==> src/rtl/shr_pkg.sv <==
package shr_pkg;
  typedef enum logic [2:0] {
    OP_LSL = 3'd0,
    OP_LSR = 3'd1,
    OP_ASR = 3'd2,
    OP_ASL = 3'd3,
    OP_ROL = 3'd4,
    OP_ROR = 3'd5,
    OP_RCL = 3'd6,
    OP_RCR = 3'd7
  } shr_op_e;

  function automatic logic is_rightward(input shr_op_e op);
    return (op == OP_LSR) || (op == OP_ASR) || (op == OP_ROR) || (op == OP_RCR);
  endfunction
endpackage

==> src/rtl/shr_cnt_sat.sv <==
module shr_cnt_sat #(
  parameter int N  = 32,
  parameter int CW = 8,
  parameter int AW = $clog2(N + 1)
) (
  input  logic [CW-1:0] cnt_i,
  output logic [AW-1:0] amt_o
);
  localparam logic [CW-1:0] LIMIT = CW'(N);

  always_comb begin
    if (cnt_i > LIMIT) amt_o = AW'(N);
    else               amt_o = cnt_i[AW-1:0];
  end
endmodule

==> src/rtl/shr_funnel.sv <==
module shr_funnel #(
  parameter int W  = 33,
  parameter int AW = 6
) (
  input  logic [2*W-1:0] din,
  input  logic [AW-1:0]  amt,
  output logic [W-1:0]   dout
);
  logic [2*W-1:0] stage [AW+1];

  assign stage[0] = din;

  for (genvar s = 0; s < AW; s++) begin : g_stage
    assign stage[s+1] = amt[s] ? (stage[s] << (1 << s)) : stage[s];
  end

  assign dout = stage[AW][2*W-1:W];
endmodule

==> src/rtl/shr_asl_ovf.sv <==
module shr_asl_ovf #(
  parameter int N  = 32,
  parameter int AW = $clog2(N + 1)
) (
  input  logic [N-1:0]  a,
  input  logic [AW-1:0] amt,
  output logic          ovf
);
  logic [N:0]   ext;
  logic [N-1:0] hit;

  assign ext = {a, 1'b0};

  for (genvar i = 1; i <= N; i++) begin : g_step
    assign hit[i-1] = (32'(amt) >= i) && (ext[N-i] != a[N-1]);
  end

  assign ovf = |hit;
endmodule

==> src/rtl/shift_rot_unit.sv <==
module shift_rot_unit
  import shr_pkg::*;
#(
  parameter int N  = 32,
  parameter int CW = 8
) (
  input  logic [N-1:0]  opd_a,
  input  logic [2:0]    op_sel,
  input  logic [CW-1:0] sh_cnt,
  input  logic          c_in,
  output logic [N-1:0]  res_o,
  output logic          c_out,
  output logic          ovf_o
);
  localparam int W  = N + 1;
  localparam int AW = $clog2(N + 1);

  shr_op_e       op;
  logic [AW-1:0] amt;
  logic [N-1:0]  a_rev;
  logic [W-1:0]  upper, lower;
  logic [W-1:0]  fout;
  logic [N-1:0]  f_rev;
  logic          ovf_raw;
  logic          rightward;

  assign op        = shr_op_e'(op_sel);
  assign rightward = is_rightward(op);

  for (genvar i = 0; i < N; i++) begin : g_rev
    assign a_rev[i] = opd_a[N-1-i];
    assign f_rev[i] = fout[N-1-i];
  end

  shr_cnt_sat #(.N(N), .CW(CW), .AW(AW)) u_sat (
    .cnt_i (sh_cnt),
    .amt_o (amt)
  );

  // Right moves run on the bit-reversed word through the same left funnel.
  always_comb begin
    upper = {c_in, opd_a};
    lower = '0;
    unique case (op)
      OP_LSL, OP_ASL: begin upper = {c_in, opd_a}; lower = '0; end
      OP_LSR:         begin upper = {c_in, a_rev}; lower = '0; end
      OP_ASR:         begin upper = {c_in, a_rev}; lower = {W{opd_a[N-1]}}; end
      OP_ROL:         begin upper = {c_in, opd_a}; lower = {opd_a, 1'b0}; end
      OP_ROR:         begin upper = {c_in, a_rev}; lower = {a_rev, 1'b0}; end
      OP_RCL:         begin upper = {c_in, opd_a}; lower = {c_in, opd_a}; end
      OP_RCR:         begin upper = {c_in, a_rev}; lower = {c_in, a_rev}; end
      default:        begin upper = {c_in, opd_a}; lower = '0; end
    endcase
  end

  shr_funnel #(.W(W), .AW(AW)) u_funnel (
    .din  ({upper, lower}),
    .amt  (amt),
    .dout (fout)
  );

  shr_asl_ovf #(.N(N), .AW(AW)) u_ovf (
    .a   (opd_a),
    .amt (amt),
    .ovf (ovf_raw)
  );

  assign res_o = rightward ? f_rev : fout[N-1:0];
  assign c_out = fout[N];
  assign ovf_o = (op == OP_ASL) && ovf_raw;
endmodule

==> config.mk <==
export PLATFORM = sky130hd
export DESIGN_NAME = shift_rot_unit
export DESIGN_NICKNAME = d
export VERILOG_FILES = /design/src/rtl/shr_pkg.sv /design/src/rtl/shr_cnt_sat.sv /design/src/rtl/shr_funnel.sv /design/src/rtl/shr_asl_ovf.sv /design/src/rtl/shift_rot_unit.sv
export SDC_FILE = /design/constraint.sdc
export NUM_CORES = 1
export LEC_CHECK = 0
export BUFFER_PORTS_ARGS = -buffer_cell sky130_fd_sc_hd__clkbuf_2
export CAP_MARGIN = 10
export CORE_ASPECT_RATIO = 0.8
export CORE_MARGIN = 3
export CORE_UTILIZATION = 58
export DETAILED_ROUTE_END_ITERATION = 6
export PLACE_DENSITY_LB_ADDON = 0.1
export SKIP_LAST_GASP = 1
export SYNTH_ARGS = -nofsm -noshare
export SYNTH_HDL_FRONTEND = slang
export SYNTH_SLANG_ARGS = --single-unit
==> constraint.sdc <==
create_clock -name vclk -period 2.39
set_input_delay 0.1195 -clock vclk [all_inputs]
set_output_delay 0.1195 -clock vclk [all_outputs]
set_load 0.01 [all_outputs]
==> out/metrics.csv, run 1 <==
stage,metric,value,unit
logic_synthesis,yosys-mux-area-fraction,27.7,%
die,die_x,135,µm
logic_synthesis,synth_area,7730,µm²
logic_synthesis,yosysMostFrequentCell,nand2_1,
placement,port_buffers,78,
global_routing,grt_overflow,169,
logic_synthesis,syn_avg_cell_area,6.77,µm²
global_routing,grt_max_degree,35,
run_status,outcome,did not finish,
global_routing,grt_pass1_wl,95100,µm
run_status,stop_stage,5_1_grt,
logic_synthesis,synth.distinct_cells,89,
logic_synthesis,syn_nets,1185,
logic_synthesis,yosysTopAreaCell,mux2i_1,
run_status,toolErrorMsg,[ERROR GRT-0116] Global routing finished with congestion. Check the congestion regions in the DRC Viewer.,
logic_synthesis,synth-xor-area-share,1.65,%
clock_tree,ctsHoldBuffers,0,
placement,dpl.hpwl,36000,µm
placement,post-place-ws,-0.745,ns
logic_synthesis,synthAdderAreaFrac,0,%
die,io_pins,78,
placement,gp_congestion,1.29,
logic_synthesis,synthTopCellsByArea,"mux2i_1 (14%), mux4_2 (7.9%), nand2_1 (7.2%), mux2_2 (4.8%), nor2_1 (4.7%)",
die,start_util,59.6,%
logic_synthesis,ys_seq_area_share,0,%
logic_synthesis,synth_compound_area_share,35.2,%
logic_synthesis,ys_warn_count,0,
logic_synthesis,synth.top_cell.area_share,14.4,%
global_routing,grt_usage,84.4,%
logic_synthesis,syn_inst,1141,
logic_synthesis,synthTopCellsByCount,"nand2_1 (148), mux2i_1 (111), nor2_1 (96)",
global_routing,grt_pass1_vias,15800,
logic_synthesis,synth_top_family_by_area,compound AO/OA/AOI/OAI gates,
die,die_h,109,µm
placement,place_inst,1643,
die,rows,37,
logic_synthesis,synthSimpleGateAreaFrac,26.2,%
==> repair_timing <==
item / CTS
hold endpoints to repair: 0
buffers inserted: 29
resized for setup: 165
endpoints found under the setup margin: 34
gates cloned: 4
pin swaps: 50
==> per-layer routing <==
metal  overflow  global-route usage (%)
met2         79                    96.7
met5          4                    50.3
met4         67                    87.4
met3         10                    71.7
met1          9                    84.0
==> kinds of logic after synthesis <==
| family | count (synthesis) |
|---|---|
| compound gates | 386 |
| buf+inv | 151 |
| simple gates | 416 |
| xor+xnor | 13 |
| mux | 175 |
==> metrics by stage <==
stage	TNS, ns	area, µm²	utilization (%)
floorplan	-2.17	7960	-
detailed placement	-20.98	10900	84.4
global placement	-19.92	10900	84.4
CTS	-12.86	12000	92.9
==> run 2, diff against run 1 <==
--- a/config.mk
+++ b/config.mk
@@ -7,11 +7,10 @@
 export LEC_CHECK = 0
 export BUFFER_PORTS_ARGS = -buffer_cell sky130_fd_sc_hd__clkbuf_2
 export CAP_MARGIN = 10
-export CORE_ASPECT_RATIO = 0.8
 export CORE_MARGIN = 3
-export CORE_UTILIZATION = 58
+export CORE_UTILIZATION = 40
 export DETAILED_ROUTE_END_ITERATION = 6
-export PLACE_DENSITY_LB_ADDON = 0.1
+export PLACE_DENSITY_LB_ADDON = 0.15
 export SKIP_LAST_GASP = 1
 export SYNTH_ARGS = -nofsm -noshare
 export SYNTH_HDL_FRONTEND = slang
==> constraint.sdc (replaced) <==
create_clock -name vclk -period 3.1
set_input_delay 0.155 -clock vclk [all_inputs]
set_output_delay 0.155 -clock vclk [all_outputs]
set_load 0.01 [all_outputs]
==> run 2 against run 1 <==
- the flow now finishes without violations
- synthesized cell count stayed put
- synthesized area stayed put
==> out/metrics.csv, run 2 <==
stage,metric,value,unit,change
placement,post-place-ws,-0.221,ns,+0.524 ns
detailed_routing,drt_first_pass_iters,7,,
global_routing,grt_antenna_before_repair,1,,
logic_synthesis,synth_area,7730,µm²,unchanged
die,die_h,145,µm,+33%
logic_synthesis,ys_warn_count,0,,unchanged
run_status,outcome,"finished, final reports clean",,
final_layout,area_growth,37.7,%,
die,rows,50,,+35%
detailed_routing,route.detailed.drc,0,,
timing,fin_ws,0.0212,ns,
critical_path,crit_path_max_fanout,7,,
logic_synthesis,syn_avg_cell_area,6.77,µm²,unchanged
die,core_area,18800,µm²,
clock_tree,ctsHoldBuffers,0,,unchanged
final_layout,drive_above_1_share,38.0,%,
detailed_routing,viasPerCell,7.14,,
timing,finalMaxSlewViolations,0,,
final_layout,layout_commonest_cell,buf_4,,
timing,finalSetupViolations,0,,
critical_path,path_delay_family,simple AND/OR/NAND/NOR gates,,
critical_path,worst_path_largest_cell_delay,0.60,ns,
power_and_ir_drop,ir_worst_vdd,0.000107,V,
global_routing,grt_usage,42.1,%,
die,io_pins,78,,unchanged
worst_hold_path,worstHoldEndpoint,ovf_o,,
die,start_util,41.0,%,-19 points
detailed_routing,drt_iter0_drc,1842,,
critical_path,cp_slowest_cell,or4b_4,,
final_layout,clkbuf_count,0,,
final_layout,fill_cells,1841,,
worst_hold_path,min_from,op_sel[0],,
timing,timing.final.crit_share,99.3,%,
timing,max_freq,325,MHz,
run,maxCapViolations,0,,
critical_path,arrival,2.92,ns,
timing,final-hold-violation-count,0,,
critical_path,endpoint_kind,output port,,
die,dieArea,21000,µm²,
die,die_x,145,µm,+7.4%
placement,dpl-instance-area,9850,µm²,-9.9%
logic_synthesis,synthTopCellsByArea,"mux2i_1 (14%), mux4_2 (7.9%), nand2_1 (7.2%), mux2_2 (4.8%), nor2_1 (4.7%)",,
critical_path,crit_buf_inv,6,,
final_layout,fin_util,56.5,%,
placement,place_inst,1590,,-3.2%
final_layout,final_area,10600,µm²,
global_routing,grt_pass1_wl,68800,µm,
logic_synthesis,synth.top_cell.area_share,14.4,%,unchanged
power_and_ir_drop,power,2.14,mW,
global_routing,grt_pass1_vias,10500,,
final_layout,seqCellArea,0,µm²,
critical_path,crit_path_start_kind,primary input,,
critical_path,cp.required,2.94,ns,
detailed_routing,num_vias,11500,,
logic_synthesis,ys_seq_area_share,0,%,unchanged
timing,slew_headroom,58.9,%,
final_layout,num_antenna_cells,0,,
placement,port_buffers,78,,unchanged
logic_synthesis,synth.distinct_cells,89,,unchanged
detailed_routing,wire_per_inst,30.2,µm,
logic_synthesis,yosysMostFrequentCell,nand2_1,,
detailed_routing,totalWireLength,48800,µm,
timing,layout_min_cycle_time,3.08,ns,
detailed_routing,drtAntennaViolNets,0,,
timing,rsz0062_at_grt,yes,,
global_routing,grt_max_degree,38,,
global_routing,grt_overflow,0,,
final_layout,final_cells,1615,,
final_layout,flops_and_latches,0,,
logic_synthesis,syn_inst,1141,,unchanged
critical_path,crit_type,primary input to output port,,
logic_synthesis,yosysTopAreaCell,mux2i_1,,
critical_path,worstPathCellList,buf_12 > or4b_4 > buf_12 > buf_8 > mux2i_1 > buf_4 > nand3_2 > nand4_1 > mux2i_1 > o2111ai_1 > a211oi_2 > buf_4 > mux2_4 > buf_6,,
placement,dpl.hpwl,36600,µm,+1.7%
power_and_ir_drop,power_density,201,nW/µm²,
final_layout,multi_input_comb_area,7510,µm²,
worst_hold_path,hold_depth,4,,
final_layout,layout_common_cells,"buf_4 (249), nand2_1 (147), mux2i_1 (98)",,
logic_synthesis,synthTopCellsByCount,"nand2_1 (148), mux2i_1 (111), nor2_1 (96)",,
final_layout,finalNetCount,1401,,
worst_hold_path,worstHoldPathType,primary input to output port,,
power_and_ir_drop,leakagePower,4.50,nW,
logic_synthesis,syn_nets,1185,,unchanged
placement,gp_congestion,1.09,,-16%
timing,worst_slew_pin_slew,0.610,ns,
run 2: worst max-delay path by stage:
stage | start | cells past startpoint | slack (ns) | end
2_1_floorplan | sh_cnt[6] | 10 | 0.39 | res_o[14]
3_3_place_gp | sh_cnt[7] | 13 | -0.26 | res_o[18]
5_1_grt | sh_cnt[6] | 12 | -0.02 | res_o[19]
4_1_cts | sh_cnt[7] | 13 | -0.02 | res_o[18]
6_report | sh_cnt[6] | 14 | 0.02 | res_o[30]
3_5_place_dp | sh_cnt[7] | 13 | -0.22 | res_o[18]
run 2: logic make-up after synthesis:
kind of cell | after synthesis | synth area share, %
AND/OR/NAND/NOR | 416 | 26.2
AO/OA/AOI/OAI | 386 | 35.2
multiplexers | 175 | 27.7
buffers and inverters | 151 | 9.23
XOR/XNOR | 13 | 1.65
run 2: report_power, final:
group          leakage (nW)  internal (mW)  switching (mW)  total [mW]
registers                 0              0               0           0
clock network             0              0               0           0
logic                  4.50          0.898            1.24        2.14
total                  4.50          0.898            1.24        2.14
run 2: layout make-up:
| cell class | count | share of cell area, % |
|---|---|---|
| Inverter | 11 | 0.388 |
| Multi-Input combinational cell | 991 | 70.6 |
| Tap cell | 260 | 3.06 |
| Timing Repair Buffer | 353 | 26.0 |
run 2: per-stage QoR:
| stage | TNS (ns) | hold slack, ns |
|---|---|---|
| after floorplan | 0 | 0.627 |
| after global placement | -2.75 | 0.886 |
| after detailed placement | -2.89 | 0.898 |
| after CTS | -0.0593 | 0.895 |
| after global routing | -0.115 | 0.920 |
| final | 0 | 0.892 |
run 2: what timing repair did:
action / in CTS / in global routing
pin swaps: 2 / 31
gates resized for setup: 20 / 106
setup buffers: 4 / 19
cloned: 0 / 3
endpoints found under the setup margin: 31 / 33
run 2: per-layer routing:
| metal | vias to the layer above | GRT usage [%] | wire length (µm) |
|---|---|---|---|
| li1 | 4867 | - | - |
| met1 | 5407 | 56.6 | 18400 |
| met2 | 1022 | 63.1 | 20200 |
| met3 | 231 | 10.3 | 6850 |
| met4 | 2 | 20.1 | 3350 |
| met5 | - | 0 | 13 |
run 2: worst min-delay path, stage by stage:
cell	delay [ns]
clkbuf_2	0.14
buf_12	0.19
o311a_1	0.12
clkbuf_2	0.12
No activity file was read; power rests on OpenSTA's default activity.
==> run 3, diff against run 2 <==
--- a/config.mk
+++ b/config.mk
@@ -10,6 +10,7 @@
 export CORE_MARGIN = 3
 export CORE_UTILIZATION = 40
 export DETAILED_ROUTE_END_ITERATION = 6
+export MAX_ROUTING_LAYER = met4
 export PLACE_DENSITY_LB_ADDON = 0.15
 export SKIP_LAST_GASP = 1
 export SYNTH_ARGS = -nofsm -noshare
==> run 3 against run 2 <==
- the flow now finishes with violations (negative setup slack)
- fmax fell by 2.4%
- largest power group unchanged
- worst hold slack better by 0.066 ns
- die area unchanged
==> out/metrics.csv, run 3 (synthesized netlist as in run 2, its figures left out) <==
stage,metric,value,unit,change
placement,dpl-instance-area,9760,µm²,-0.91%
final_layout,clkbuf_count,0,,unchanged
detailed_routing,wire_per_inst,30.4,µm,+0.56%
final_layout,seqCellArea,0,µm²,unchanged
run_status,violations,negative setup slack,,
global_routing,grt_max_degree,36,,-5.3%
global_routing,grt_antenna_before_repair,1,,unchanged
placement,gp_congestion,1.11,,+2.5%
global_routing,grt_pass1_vias,10600,,+1.5%
final_layout,finalNetCount,1383,,-1.3%
run_status,outcome,finished with violations,,
die,start_util,41.0,%,unchanged
timing,worst_slew_pin_slew,0.580,ns,-0.0300 ns
power_and_ir_drop,leakagePower,4.38,nW,-2.7%
detailed_routing,drt_iter0_drc,1878,,+2.0%
critical_path,crit_buf_inv,3,,-3
detailed_routing,num_vias,11600,,+0.26%
final_layout,final_area,10400,µm²,-1.9%
critical_path,crit_top_cell,buf_2,,
critical_path,crit_path_start_kind,primary input,,
critical_path,worst_path_largest_cell_delay,0.66,ns,+0.06 ns
die,core_area,18800,µm²,unchanged
timing,rsz0062_at_grt,yes,,
die,die_x,145,µm,unchanged
global_routing,met1_usage,56.1,%,-0.50 points
placement,dpl.hpwl,36700,µm,+0.30%
global_routing,grt_overflow,0,,unchanged
timing,finalSetupViolations,6,,+6
detailed_routing,drtAntennaViolNets,0,,unchanged
critical_path,cp.required,2.94,ns,about the same
global_routing,gr-usage-met2,63.7,%,+0.59 points
worst_hold_path,worstHoldPathType,primary input to output port,,
critical_path,crit_type,primary input to output port,,
detailed_routing,viasPerCell,7.23,,+1.3%
global_routing,grt_usage,43.9,%,+1.8 points
critical_path,arrival,3.00,ns,+0.08 ns
timing,timing.final.crit_share,102,%,+2.4 points
power_and_ir_drop,power,2.08,mW,-2.7%
timing,layout_min_cycle_time,3.15,ns,+0.0745 ns
critical_path,path_delay_family,simple AND/OR/NAND/NOR gates,,
final_layout,layout_commonest_cell,buf_4,,
die,die_h,145,µm,unchanged
critical_path,cp_slowest_cell,or4b_4,,
global_routing,grt_pass1_wl,69900,µm,+1.6%
power_and_ir_drop,power_density,200,nW/µm²,-0.76%
detailed_routing,totalWireLength,48600,µm,-0.50%
power_and_ir_drop,ir_worst_vdd,0.000101,V,-5.3%
timing,finalMaxSlewViolations,0,,unchanged
final_layout,area_growth,35.0,%,
critical_path,worstPathCellList,buf_2 > or4b_4 > nor2_2 > buf_4 > a22o_1 > mux2_2 > nor3_1 > o31ai_1 > a22oi_1 > mux2_4 > buf_2,,
timing,final-hold-violation-count,0,,unchanged
critical_path,endpoint_kind,output port,,
timing,max_freq,317,MHz,-2.4%
critical_path,crit_path_max_fanout,7,,unchanged
global_routing,top_usage_layer,met2,,
final_layout,layout_common_cells,"buf_4 (232), nand2_1 (146), mux2i_1 (100)",,
timing,fin_ws,-0.0534,ns,-0.0745 ns
global_routing,use_met3,11.7,%,+1.4 points
final_layout,drive_above_1_share,37.6,%,-0.39 points
run,maxCapViolations,0,,unchanged
die,rows,50,,unchanged
die,dieArea,21000,µm²,unchanged
timing,slew_headroom,60.3,%,+1.4 points
placement,port_buffers,78,,unchanged
detailed_routing,drt_first_pass_iters,6,,-1
final_layout,flops_and_latches,0,,unchanged
detailed_routing,route.detailed.drc,0,,unchanged
die,io_pins,78,,unchanged
run 3: worst paths after layout:
path | depth (start not counted) | start | to | slack (ns)
max | 11 | sh_cnt[5] | res_o[22] | -0.05
min | 5 | op_sel[2] | ovf_o | 0.96
run 3: worst min-delay path, stage by stage:
cell and delay [ns]:
clkbuf_2 0.16, nor2b_4 0.09, buf_4 0.16, o311a_1 0.13, clkbuf_2 0.12
run 3: where the power goes:
part	switching, mW	internal (mW)	total, mW
Combinational	1.22	0.857	2.08
Sequential	0	0	0
Clock	0	0.0000000119	0.0000000119
run 3: area by class of cell:
| class | count | area, µm² |
|---|---|---|
| Antenna cell | 1 | 2.50 |
| Fill cell | 1936 | 8400 |
| Inverter | 11 | 41.3 |
| Multi-Input combinational cell | 990 | 7450 |
| Tap cell | 260 | 325 |
| Timing Repair Buffer | 336 | 2610 |
run 3: routing by layer:
| metal | vias to the layer above | wire (µm) |
|---|---|---|
| li1 | 4823 | - |
| met1 | 5430 | 18100 |
| met2 | 1026 | 19800 |
| met3 | 280 | 6940 |
| met4 | 0 | 3800 |
| met5 | - | 0 |
run 3: timing repair:
action,in CTS,in global routing
resized for setup,18,100
gates cloned,0,2
setup buffers,6,11
hold buffers,0,0
pin swaps,5,29
endpoints found under the setup margin,28,33
run 3: per-stage QoR:
stage               worst slack (ns)  setup TNS (ns)  hold WS [ns]  util [%]  instances
finish                       -0.0534          -0.279         0.959      55.4       1598
global route                 -0.0669          -0.784         0.990      55.4       1598
CTS                          -0.0255          -0.145         0.935      52.5       1584
detailed placement            -0.225           -2.48         0.919      51.8       1578
global placement              -0.268           -2.17         0.916      51.8       1578
floorplan                      0.391               0         0.627         -       1141
==> run 4, diff against run 3 <==
--- a/config.mk
+++ b/config.mk
@@ -12,6 +12,7 @@
 export DETAILED_ROUTE_END_ITERATION = 6
 export MAX_ROUTING_LAYER = met4
 export PLACE_DENSITY_LB_ADDON = 0.15
+export SETUP_SLACK_MARGIN = 0.05
 export SKIP_LAST_GASP = 1
 export SYNTH_ARGS = -nofsm -noshare
 export SYNTH_HDL_FRONTEND = slang
==> run 4 against run 3 <==
- die area did not move
- non-clock buffer count rose by 12
- worst hold slack got worse by 0.013 ns
- critical path depth rose by 4
- largest power group unchanged
- wire length rose by 0.42%
- fmax rose by 0.90%
- the run still ends with negative setup slack left
- critical endpoint is now res_o[9]
- global-route usage rose by 0.72 points
- count of clock-buffer cells in the layout did not move
- combinational power rose by 2%
- highest routed layer unchanged
- flip-flop and latch count did not move
- largest cell class unchanged
==> out/metrics.csv, run 4 (synthesized netlist as in run 2, its figures left out) <==
stage,metric,value,unit,change
run_status,outcome,finished with violations,,
run_status,violations,negative setup slack,,
critical_path,crit_path_start_kind,primary input,,
final_layout,layout_common_cells,"buf_4 (237), nand2_1 (146), mux2i_1 (98)",,
critical_path,crit_path_max_fanout,8,,+1
global_routing,grt_overflow,0,,unchanged
critical_path,cp.required,2.94,ns,about the same
critical_path,crit_type,primary input to output port,,
run,maxCapViolations,0,,unchanged
die,rows,50,,unchanged
worst_hold_path,worstHoldPathType,primary input to output port,,
global_routing,grt_usage,44.6,%,+0.72 points
worst_hold_path,min_from,op_sel[0],,
global_routing,grt_max_degree,36,,unchanged
placement,port_buffers,78,,unchanged
detailed_routing,viasPerCell,7.22,,-0.23%
die,die_h,145,µm,unchanged
detailed_routing,num_vias,11600,,+0.52%
detailed_routing,wire_per_inst,30.3,µm,-0.33%
timing,finalSetupViolations,3,,-3
die,io_pins,78,,unchanged
timing,fin_ws,-0.0252,ns,+0.0281 ns
global_routing,grt_antenna_before_repair,1,,unchanged
placement,gp_congestion,1.11,,unchanged
detailed_routing,totalWireLength,48800,µm,+0.42%
power_and_ir_drop,leakagePower,4.46,nW,+1.8%
placement,dpl-instance-area,9760,µm²,unchanged
final_layout,drive_above_1_share,38.4,%,+0.78 points
timing,worst_slew_pin_slew,0.615,ns,+0.0353 ns
global_routing,grt_pass1_wl,71000,µm,+1.6%
critical_path,critical_path.startpoint,sh_cnt[6],,
global_routing,grt_pass1_vias,10800,,+1.6%
timing,max_freq,320,MHz,+0.90%
final_layout,layout_commonest_cell,buf_4,,
clock_tree,ctsHoldBuffers,0,,unchanged
detailed_routing,drt_first_pass_iters,6,,unchanged
timing,rsz0062_at_grt,yes,,
timing,slew_headroom,57.9,%,-2.4 points
timing,finalMaxSlewViolations,0,,unchanged
die,die_x,145,µm,unchanged
detailed_routing,route.detailed.drc,0,,unchanged
final_layout,final_area,10700,µm²,+2.6%
critical_path,endpoint_kind,output port,,
timing,timing.final.crit_share,101,%,-0.91 points
final_layout,area_growth,38.5,%,
final_layout,finalNetCount,1395,,+0.87%
timing,hold_slack,0.946,ns,-0.0125 ns
die,dieArea,21000,µm²,unchanged
placement,dpl.hpwl,36700,µm,unchanged
placement,place_inst,1578,,unchanged
timing,final-hold-violation-count,0,,unchanged
detailed_routing,drtAntennaViolNets,0,,unchanged
final_layout,clkbuf_count,0,,unchanged
timing,setup_tns,-0.0473,ns,+0.231 ns
timing,layout_min_cycle_time,3.13,ns,-0.0281 ns
power_and_ir_drop,ir_worst_vdd,0.000105,V,+3.2%
final_layout,flops_and_latches,0,,unchanged
detailed_routing,drt_iter0_drc,2151,,+15%
final_layout,seqCellArea,0,µm²,unchanged
power_and_ir_drop,power,2.13,mW,+2.4%
die,core_area,18800,µm²,unchanged
die,start_util,41.0,%,unchanged
power_and_ir_drop,power_density,199,nW/µm²,-0.16%
final_layout,final_cells,1610,,+0.75%
critical_path,arrival,2.97,ns,-0.03 ns
## run 4: metal layers
| layer | GRT usage (%) | vias to the layer above | part of all wire (%) |
|---|---|---|---|
| met4 | 25.0 | 0 | 7.4 |
| met1 | 57.3 | 5487 | 37 |
| met5 | - | - | 0 |
| met3 | 11.3 | 237 | 14 |
| met2 | 63.7 | 1042 | 41 |
| li1 | - | 4853 | - |
## run 4: what timing repair did
action,CTS,global route
setup buffers,16,14
endpoints found under the hold margin,0,0
cloned,2,1
pin swaps,22,27
endpoints found under the setup margin,30,33
gates resized for setup,56,87
## run 4: critical path: stages
cell,delay [ns]
buf_8,0.11
or4b_4,0.69
buf_6,0.18
buf_4,0.13
mux2i_2,0.21
nand3_1,0.10
nand4_1,0.10
buf_4,0.16
buf_4,0.11
buf_4,0.09
o22ai_1,0.07
nor4_1,0.25
a22oi_1,0.17
mux2_4,0.31
clkbuf_2,0.13
## run 4: per-stage QoR
step / setup WS, ns / utilization (%)
finish: -0.0252 / 56.8
CTS: 0.0506 / 54.1
global placement: -0.268 / 51.8
global route: -0.0661 / 56.8
detailed placement: -0.225 / 51.8
floorplan: 0.391 / -
## run 4: report_power, final
group | switching [mW] | internal [mW]
logic | 1.24 | 0.890
registers | 0 | 0
clock network | 0 | 0.0000000127
## run 4: final timing paths
check	end	slack, ns	cells after the start
hold / removal	ovf_o	0.95	5
setup / recovery	res_o[9]	-0.03	15
## run 4: area by class of cell
type | count | area [µm²]
well taps | 260 | 325
fillers | 1903 | 8130
inverters | 11 | 41.3
diodes | 1 | 2.50
multi-input cells | 990 | 7550
repair buffers | 348 | 2780
